<file path="src/rtl/hs_seq_pkg.sv">
package hs_seq_pkg;

    localparam int BYTE_W = 8;
    localparam int CNT_W  = 4;

    localparam logic [BYTE_W-1:0] OP_MOVE   = 8'h06;
    localparam logic [BYTE_W-1:0] OP_PROBE  = 8'h04;
    localparam logic [BYTE_W-1:0] OP_CONFIG = 8'h03;
    localparam logic [BYTE_W-1:0] OP_QUERY  = 8'h08;

    localparam logic [BYTE_W-1:0] ST_BADCMD = 8'h80;
    localparam logic [BYTE_W-1:0] ST_CLEAN  = 8'h00;

    typedef enum logic [1:0] {
        PH_CMD,
        PH_PARAM,
        PH_EXEC,
        PH_RESULT
    } phase_e;

    typedef struct packed {
        logic             valid;
        logic             local_res;
        logic             run_exec;
        logic [CNT_W-1:0] n_param;
        logic [CNT_W-1:0] n_result;
    } op_info_t;

    function automatic op_info_t op_lookup(input logic [BYTE_W-1:0] op);
        op_info_t t;
        t = '0;
        case (op)
            OP_MOVE:   begin t.valid = 1'b1; t.run_exec = 1'b1; t.n_param = 4'd8; t.n_result = 4'd7; end
            OP_PROBE:  begin t.valid = 1'b1; t.run_exec = 1'b1; t.n_param = 4'd1; t.n_result = 4'd1; end
            OP_CONFIG: begin t.valid = 1'b1; t.n_param = 4'd2; end
            OP_QUERY:  begin t.valid = 1'b1; t.local_res = 1'b1; t.n_result = 4'd1; end
            default:   t = '0;
        endcase
        return t;
    endfunction

    function automatic phase_e post_param(input op_info_t t);
        if (t.run_exec)
            return PH_EXEC;
        else if (t.n_result != '0)
            return PH_RESULT;
        else
            return PH_CMD;
    endfunction

endpackage

</file>
<file path="src/rtl/hs_op_decode.sv">
module hs_op_decode
    import hs_seq_pkg::*;
(
    input  logic [BYTE_W-1:0] opcode,
    output op_info_t          info
);
    always_comb begin
        info = op_lookup(opcode);
        if (info.local_res)
            assert (info.n_param == '0 && !info.run_exec)
                else $error("p_query_shape_r4: locally answered opcode must take no parameters");
    end
endmodule

</file>
<file path="src/rtl/hs_phase_ctrl.sv">
module hs_phase_ctrl
    import hs_seq_pkg::*;
(
    input  logic              clk,
    input  logic              rst,
    input  logic              wr_fire,
    input  logic [BYTE_W-1:0] wr_data,
    input  op_info_t          dec,
    input  logic              rd_fire,
    input  logic              exec_done,
    output phase_e            phase,
    output logic              taking,
    output logic              irq,
    output logic              exec_start,
    output logic [BYTE_W-1:0] cur_op,
    output op_info_t          cur,
    output logic [CNT_W-1:0]  cnt,
    output logic [BYTE_W-1:0] local_byte
);
    localparam logic [CNT_W-1:0] ONE = CNT_W'(1);

    logic   bad_seen;
    phase_e first_next;

    assign first_next = post_param(dec);

    always_ff @(posedge clk) begin
        if (rst) begin
            phase      <= PH_CMD;
            taking     <= 1'b0;
            irq        <= 1'b0;
            bad_seen   <= 1'b0;
            exec_start <= 1'b0;
            cur_op     <= '0;
            cur        <= '0;
            cnt        <= '0;
            local_byte <= ST_CLEAN;
        end else begin
            taking     <= wr_fire;
            exec_start <= 1'b0;
            case (phase)
                PH_CMD: begin
                    if (wr_fire) begin
                        if (!dec.valid) begin
                            irq      <= 1'b1;
                            bad_seen <= 1'b1;
                        end else begin
                            cur    <= dec;
                            cur_op <= wr_data;
                            cnt    <= '0;
                            if (dec.n_param != '0) begin
                                phase <= PH_PARAM;
                            end else begin
                                phase <= first_next;
                                if (dec.local_res) begin
                                    irq        <= 1'b0;
                                    local_byte <= bad_seen ? ST_BADCMD : ST_CLEAN;
                                    bad_seen   <= 1'b0;
                                end else if (first_next == PH_RESULT) begin
                                    irq <= 1'b1;
                                end
                                if (first_next == PH_EXEC)
                                    exec_start <= 1'b1;
                            end
                        end
                    end
                end
                PH_PARAM: begin
                    if (wr_fire) begin
                        if (cnt == cur.n_param - ONE) begin
                            cnt   <= '0;
                            phase <= post_param(cur);
                            if (post_param(cur) == PH_EXEC)
                                exec_start <= 1'b1;
                            if (post_param(cur) == PH_RESULT)
                                irq <= 1'b1;
                        end else begin
                            cnt <= cnt + ONE;
                        end
                    end
                end
                PH_EXEC: begin
                    if (exec_done) begin
                        phase <= PH_RESULT;
                        irq   <= 1'b1;
                        cnt   <= '0;
                    end
                end
                PH_RESULT: begin
                    if (rd_fire) begin
                        if (cnt == '0)
                            irq <= 1'b0;
                        if (cnt == cur.n_result - ONE) begin
                            phase <= PH_CMD;
                            cnt   <= '0;
                        end else begin
                            cnt <= cnt + ONE;
                        end
                    end
                end
                default: phase <= PH_CMD;
            endcase
        end
    end

    p_invalid_r3: assert property (@(posedge clk) disable iff (rst)
        (phase == PH_CMD && wr_fire && !dec.valid) |=> (irq && phase == PH_CMD));

    p_query_clear_r4: assert property (@(posedge clk) disable iff (rst)
        (phase == PH_CMD && wr_fire && dec.valid && dec.local_res) |=> (!irq && phase == PH_RESULT));

    p_start_once_r6: assert property (@(posedge clk) disable iff (rst)
        exec_start |-> (phase == PH_EXEC && !$past(exec_start)));

    p_done_r7: assert property (@(posedge clk) disable iff (rst)
        (phase == PH_EXEC && exec_done) |=> (irq && phase == PH_RESULT));

    p_hold_result_r9: assert property (@(posedge clk) disable iff (rst)
        (phase == PH_RESULT && !rd_fire) |=> (phase == PH_RESULT && $stable(cnt)));

    p_irq_clear_r10: assert property (@(posedge clk) disable iff (rst)
        (phase == PH_RESULT && rd_fire && cnt == '0) |=> !irq);

    p_last_read_r11: assert property (@(posedge clk) disable iff (rst)
        (phase == PH_RESULT && rd_fire && cnt == cur.n_result - ONE) |=> phase == PH_CMD);
endmodule

</file>
<file path="src/rtl/hs_read_mux.sv">
module hs_read_mux
    import hs_seq_pkg::*;
(
    input  phase_e            phase,
    input  logic              use_local,
    input  logic [BYTE_W-1:0] local_byte,
    input  logic [BYTE_W-1:0] ext_byte,
    output logic [BYTE_W-1:0] rd_data
);
    always_comb begin
        if (phase != PH_RESULT)
            rd_data = '0;
        else if (use_local)
            rd_data = local_byte;
        else
            rd_data = ext_byte;
    end
endmodule

</file>
<file path="src/rtl/hs_seq.sv">
module hs_seq
    import hs_seq_pkg::*;
(
    input  logic              clk,
    input  logic              rst,
    input  logic              wr_en,
    input  logic [BYTE_W-1:0] wr_data,
    input  logic              rd_en,
    output logic [BYTE_W-1:0] rd_data,
    output logic              rqm,
    output logic              dio,
    output logic              cb,
    output logic              irq,
    output logic              exec_start,
    output logic [BYTE_W-1:0] exec_opcode,
    input  logic              exec_done,
    output logic [CNT_W-1:0]  res_sel,
    input  logic [BYTE_W-1:0] res_byte
);
    op_info_t          dec;
    op_info_t          cur;
    phase_e            phase;
    logic              taking;
    logic              wr_fire;
    logic              rd_fire;
    logic [BYTE_W-1:0] local_byte;

    assign rqm     = (phase != PH_EXEC) && !taking;
    assign dio     = (phase == PH_RESULT);
    assign cb      = (phase != PH_CMD);
    assign wr_fire = wr_en && rqm && !dio;
    assign rd_fire = rd_en && rqm && dio;

    hs_op_decode u_dec (
        .opcode (wr_data),
        .info   (dec)
    );

    hs_phase_ctrl u_ctrl (
        .clk        (clk),
        .rst        (rst),
        .wr_fire    (wr_fire),
        .wr_data    (wr_data),
        .dec        (dec),
        .rd_fire    (rd_fire),
        .exec_done  (exec_done),
        .phase      (phase),
        .taking     (taking),
        .irq        (irq),
        .exec_start (exec_start),
        .cur_op     (exec_opcode),
        .cur        (cur),
        .cnt        (res_sel),
        .local_byte (local_byte)
    );

    hs_read_mux u_mux (
        .phase      (phase),
        .use_local  (cur.local_res),
        .local_byte (local_byte),
        .ext_byte   (res_byte),
        .rd_data    (rd_data)
    );

    p_take_gap_r2: assert property (@(posedge clk) disable iff (rst)
        (wr_en && rqm && !dio) |=> !rqm);

    p_exec_quiet_r6: assert property (@(posedge clk) disable iff (rst)
        exec_start |-> (!rqm && cb));
endmodule

</file>
<file path="config.mk">
export PLATFORM = sky130hd
export DESIGN_NAME = hs_seq
export DESIGN_NICKNAME = d
export VERILOG_FILES = /design/src/rtl/hs_seq_pkg.sv /design/src/rtl/hs_op_decode.sv /design/src/rtl/hs_phase_ctrl.sv /design/src/rtl/hs_read_mux.sv /design/src/rtl/hs_seq.sv
export SDC_FILE = /design/constraint.sdc
export NUM_CORES = 1
export LEC_CHECK = 0
export ABC_AREA = 1
export BUFFER_PORTS_ARGS = -buffer_cell sky130_fd_sc_hd__buf_2
export CORE_UTILIZATION = 47
export DETAILED_ROUTE_END_ITERATION = 16
export MAX_ROUTING_LAYER = met4
export PLACE_DENSITY = 0.87
export SLEW_MARGIN = 0
export SYNTH_ARGS = -nofsm -noshare
export SYNTH_HDL_FRONTEND = slang
export SYNTH_SLANG_ARGS = --single-unit
</file>
<file path="constraint.sdc">
create_clock -name clk -period 1.57 [get_ports clk]
set_input_delay 0.0785 -clock clk [delete_from_list [all_inputs] [get_ports clk]]
set_output_delay 0.0785 -clock clk [all_outputs]
set_load 0.02 [all_outputs]
</file>
# After elaboration in Yosys (flattened, before gate mapping)
# Cells that the tools add are included.
[word_totals]
in_bits = 21
elab_cells = 120
reg_bits = 36
[op_classes]
eq_ne = 28
n_reduce_logical = 22
addsub = 3
n_mux = 54
bitwise = 1
[op_table]
columns = ["cell", "n"]
rows = [
  ["2-bit 2-to-1 mux", 14],
  ["4-bit 2-to-1 mux", 7],
  ["1-bit 2-to-1 mux", 24],
  ["8-bit 2-to-1 mux", 3],
  ["8-bit by 3-bit equality test with 1-bit output (second input constant)", 2],
  ["2-bit by 1-bit != test with 1-bit output (second input constant)", 8],
  ["4-bit one-hot mux with 4 select lines", 1],
  ["2-bit equality test (second input constant)", 6],
  ["4-bit one-hot mux with 3 select lines", 1],
  ["4-bit nonzero test", 3],
  ["2-bit != test (second input constant)", 5],
  ["5-bit AND reduction", 2],
  ["9-bit AND reduction", 1],
  ["4-bit equality test", 2],
  ["8-bit by 2-bit equality test with 1-bit output (second input constant)", 1],
  ["8-bit by 4-bit equality test with 1-bit output (second input constant)", 1],
  ["2-bit one-hot mux with 4 select lines", 1],
  ["4-bit by 1-bit subtractor with 4-bit output (second input constant)", 2],
  ["7-bit AND reduction", 1],
  ["3-bit one-hot mux with 2 select lines", 1],
  ["1-bit logical AND", 5],
  ["4-bit by 1-bit adder with 4-bit output (second input constant)", 1],
  ["4-bit logical NOT", 1],
  ["4-bit != test (second input constant)", 1],
  ["other kinds (12)", 14],
]

# Logic depth before layout (Yosys ltp)
[logic_depth]
word_depth = 13
depth_mapped = 13

# Cells and area by module
# Synthesis repeated with hierarchy kept, for this count alone.
[hier_totals]
cells_unflattened = 351
hier_area_um2 = 2157.1
[by_module_without_submodules]
columns = ["mod", "n_inst", "area_each_um2", "seq_area_each_um2", "cells_per_inst"]
rows = [
  ["hs_phase_ctrl", 1, 1771.7, 600.6, 263],
  ["hs_read_mux", 1, 185.2, 0.0, 44],
  ["hs_op_decode", 1, 152.6, 0.0, 32],
  ["hs_seq", 1, 47.5, 0.0, 12],
]

# Worst setup path after synthesis
# No wires, ideal clock.
[synth_timing]
path_kind = "reg-to-reg"
start = "register u_ctrl.phase[0]"
end = "register u_ctrl.cur[0] (netlist name)"
stages_incl_launch_ff = 10
required_ns = 1.455
t_arrival_ns = 1.551
synth_period_minus_slack_ns = 1.667
setup_slack_ns = -0.097
cell_sequence = "dfxtp_1 > inv_1 > ha_1 > nor2_4 > nand3_2 > nor2_4 > nand2_2 > nand2_4 > nand3_1 > and3_1"
[synth_between]
elab_chain_cells = 5
elab_cells_between_ends = 8
classes_between = "eq/ne: 2; reduce/logical: 6"
[synth_rtl]
columns = ["item", "line", "text"]
rows = [
  ["from (decl)", "hs_phase_ctrl.sv:11", "output phase_e phase,"],
  ["from (signal assigned)", "hs_phase_ctrl.sv:54", "phase <= first_next;"],
  ["from (signal assigned)", "hs_phase_ctrl.sv:72", "phase <= post_param(cur);"],
  ["2-bit != test", "hs_seq.sv:28", "assign rqm = (phase != PH_EXEC) && !taking;"],
  ["1-bit logical AND", "hs_seq.sv:28", ""],
  ["net rqm", "hs_seq.sv:10", "output logic rqm,"],
  ["1-bit logical AND (2 in a row)", "hs_seq.sv:31", "assign wr_fire = wr_en && rqm && !dio;"],
  ["3-bit AND reduction (no line)", "-", ""],
]
# The timed path passes the listed nets, and every way through them passes these cells.
# A chain may end at the register's enable or synchronous reset.

# Final worst setup path
[layout_timing]
start = "register u_ctrl.cur[0] (netlist name)"
end = "register u_ctrl.phase[0]"
[layout_between]
elab_chain_cells = 6
elab_cells_between_ends = 10
classes_between = "add/sub: 1; eq/ne: 2; mux: 5; reduce/logical: 2"
[layout_rtl]
columns = ["item"]
rows = [
  ["branches (longest 6 deep; another with 4-bit by 1-bit subtractor with 4-bit output)"],
]
# Several ways; the timed one is not identified. The select of a mux whose other input is x is not followed.

==> impl_metrics.tcl <==
set metrics [dict create \
    run_status "complete, but fails checks" \
    violations "setup timing" \
    worstPathMaxFanout 3 \
    synth_ff_type "dfxtp_1" \
    cts_buffers 3 \
    die_w_um 61.9 \
    worst_pin_slew_ns 0.530 \
    place.gp.congestion 0.856 \
    place.port_buffers 45 \
    post_synth_num_cell_types 31 \
    synth.avg_cell_area_um2 6.46 \
    synth-seq-area-share 0.309 \
    arrival_ns 1.90 \
    required_ns 1.82 \
    multiInputGateArea_mm2 0.00112 \
    antenna_found_initial 0 \
    holdWs_ns 0.0283 \
    relSlewSlack 0.647 \
    vias_per_cell 4.99 \
    layout.nets 352 \
    skew_ns 0.00566 \
    fin_crit_sh 1.05 \
    dp_hpwl_mm 2.90 \
    hold-path-cell-count 3 \
    netlist_area_mm2 0.00169 \
    end_kind "flop" \
    postRouteAntennaNets 0 \
    clock_path_buffers 2 \
    drt-initial-drc-count 95 \
    first_pass_iters 4 \
    path_buf_inv 2 \
    syn_inst 261 \
    worstPathCellList "inv_1 -> ha_1 -> inv_1 -> nand2_1 -> nand2_1 -> nand2_1 -> nor2_2 -> nor2_2 -> a21oi_4 -> nand3_2 -> nand2_1 -> nor2_1" \
    synth-seq-cells 26 \
    cp-start-kind "flop" \
    rows 21 \
    fmax_ghz 0.607 \
    period_minus_slack_ns 1.65 \
    cts.sinks 26 \
    htree_levels 1 \
    initial_core_util 0.498 \
    clk_latency_ns 0.34 \
    leakagePower_nw 1.17 \
    async_flop_share 0 \
    track_usage 0.223 \
    dieArea_mm2 0.00383 \
    seq_area_um2 529 \
    hold_viol 0 \
    rr_worst_depth 12 \
    cts.clk_slew.worst_paths_ns 0.16 \
    powerDensity_mw_per_mm2 685 \
    setup_slack_ns -0.0777 \
    diodes 0 \
    min_path_type "input port to flop" \
    drc 0 \
    dp_slack_ns -0.0830 \
    synthTopCellsByArea "dfxtp_1 (31%), nand2_1 (15%), inv_1 (8.9%), nor2_1 (8.5%), ha_1 (6.7%)" \
    wl_per_cell_um 11.9 \
    holdBufCountCts 0 \
    synth.top_cell.area_share 0.309 \
    critPathSlowestCell "dfxtp_2" \
    path_common_cell "nand2_1" \
    fillers 287 \
    cts_root_buffer "clkbuf_4" \
    grt_pass1_vias 1536 \
    grt_overflow 0 \
    cts_tree "done" \
    drv_cap 0 \
    crit_family "simple AND/OR/NAND/NOR gates" \
    grt_max_degree 18 \
    syn2layout_area_growth_pct 35.5 \
    postRouteWirelength_mm 4.38 \
    slowest_delay_ns 0.35 \
    peakVddDrop_mv 0.472 \
    synth_top_cell_by_area "dfxtp_1" \
    worstSetupPathDepth 12 \
    ios 46 \
    syn_nets 291 \
    yosysWarnings 0 \
    grt_pass1_wl_mm 6.15 \
    rsz0062_at_grt "true" \
    core-area_mm2 0.00339 \
    drive_gt1_frac 0.427 \
    setup_viol 12 \
    vias 1832 \
    synth-edff-count 0 \
    maxSlewViolCount 0 \
    worstSetupPathType "flop to flop" \
    die_h_um 61.9 \
]
timing repair:
| action | CTS | global route |
|---|---|---|
| setup endpoints to repair | 18 | 28 |
| pin swaps | 6 | 21 |
| gates resized for setup | 11 | 38 |
| setup buffers | 3 | 3 |
| cloned | 0 | 1 |
metrics by stage:
step	utilization	power, mW	cells	instance area (um2)	setup TNS [ns]
after floorplan	-	0.930	261	1700	0
after global placement	0.595	1.01	356	2020	-0.0456
after detailed placement	0.595	1.02	356	2020	-0.303
after CTS	0.625	1.52	363	2120	-0.0472
after global routing	0.674	1.64	367	2280	-2.44
final	0.674	1.57	367	2280	-0.531
flip-flops by register name, indices dropped and copies added, names as in the netlist:
signal,cells
u_ctrl.cur_op,8
u_ctrl.cur,7
u_ctrl.cnt,4
u_ctrl.phase,2
u_ctrl.bad_seen,1
u_ctrl.exec_start,1
u_ctrl.irq,1
u_ctrl.local_byte,1
u_ctrl.taking,1
cell usage after synthesis (2+ instances only):
master / number
a21oi_1: 13
a21oi_2: 2
buf_2: 3
dfxtp_1: 26
ha_1: 9
inv_1: 40
inv_2: 8
nand2_1: 66
nand2_2: 10
nand3_1: 16
nor2_1: 38
nor2_4: 4
o21ai_0: 6
o21ai_1: 3
worst min-delay path, delay by kind of cell:
family | cells | cell delay [ns]
AO/OA/AOI/OAI | 1 | 0.07
buffers and inverters | 1 | 0.11
AND/OR/NAND/NOR | 1 | 0.09
routing by layer:
| layer | GRT usage | wire length (um) | up-vias |
|---|---|---|---|
| li1 | - | - | 912 |
| met1 | 0.261 | 1710 | 837 |
| met2 | 0.390 | 2310 | 68 |
| met3 | 0.0207 | 225 | 15 |
| met4 | 0.0921 | 137 | 0 |
| met5 | - | 0 | - |
final cells by class:
type                            instances  area share
Tap cell                               46      0.0252
Inverter                               48      0.0789
Clock inverter                          1      0.0131
Sequential cell                        26       0.232
Timing Repair Buffer                   60       0.152
Clock buffer                            3     0.00986
Multi-Input combinational cell        183       0.489
where the power goes:
part	leakage [nW]	switching (mW)	internal [mW]	total (mW)
combinational	0.929	0.233	0.147	0.380
sequential	0.213	0.0206	0.681	0.701
clock	0.0279	0.227	0.259	0.485
path summary, 6_finish.rpt:
path,slack [ns],end,startpoint
max,-0.08,u_ctrl.phase[0]$_SDFFE_PP0P_,u_ctrl.cur[0]$_SDFFE_PP0P_
min,0.03,u_ctrl.cur_op[2]$_SDFFE_PP0P_,wr_data[2]
max reg2reg,-0.08,u_ctrl.phase[0]$_SDFFE_PP0P_,u_ctrl.cur[0]$_SDFFE_PP0P_
min reg2reg,0.47,u_ctrl.cur_op[6]$_SDFFE_PP0P_,u_ctrl.cur_op[6]$_SDFFE_PP0P_
cell usage in the layout (no fill, tap or decap), types with 5 or more instances in the layout:
cell / count
o21ai_0: 5
nand2_2: 18
buf_2: 44
nand3_1: 12
nand2_1: 57
nor2_1: 31
dfxtp_1: 21
inv_2: 13
a21oi_1: 7
buf_4: 14
ha_1: 5
nor2_2: 8
a21oi_2: 7
inv_1: 35
cells by family (layout without fill, tap and decap cells):
logic type / after synthesis / count (layout) / share of synthesized area
AOI/OAI and AO/OA: 27 / 28 / 0.0964
xor gates and xnor gates: 2 / 2 / 0.0104
adders and majority gates: 9 / 9 / 0.0668
buffers and inverters: 53 / 112 / 0.125
DFF: 26 / 26 / 0.309
and+or+nand+nor: 144 / 144 / 0.393
Power figures use the tool's default switching activity.
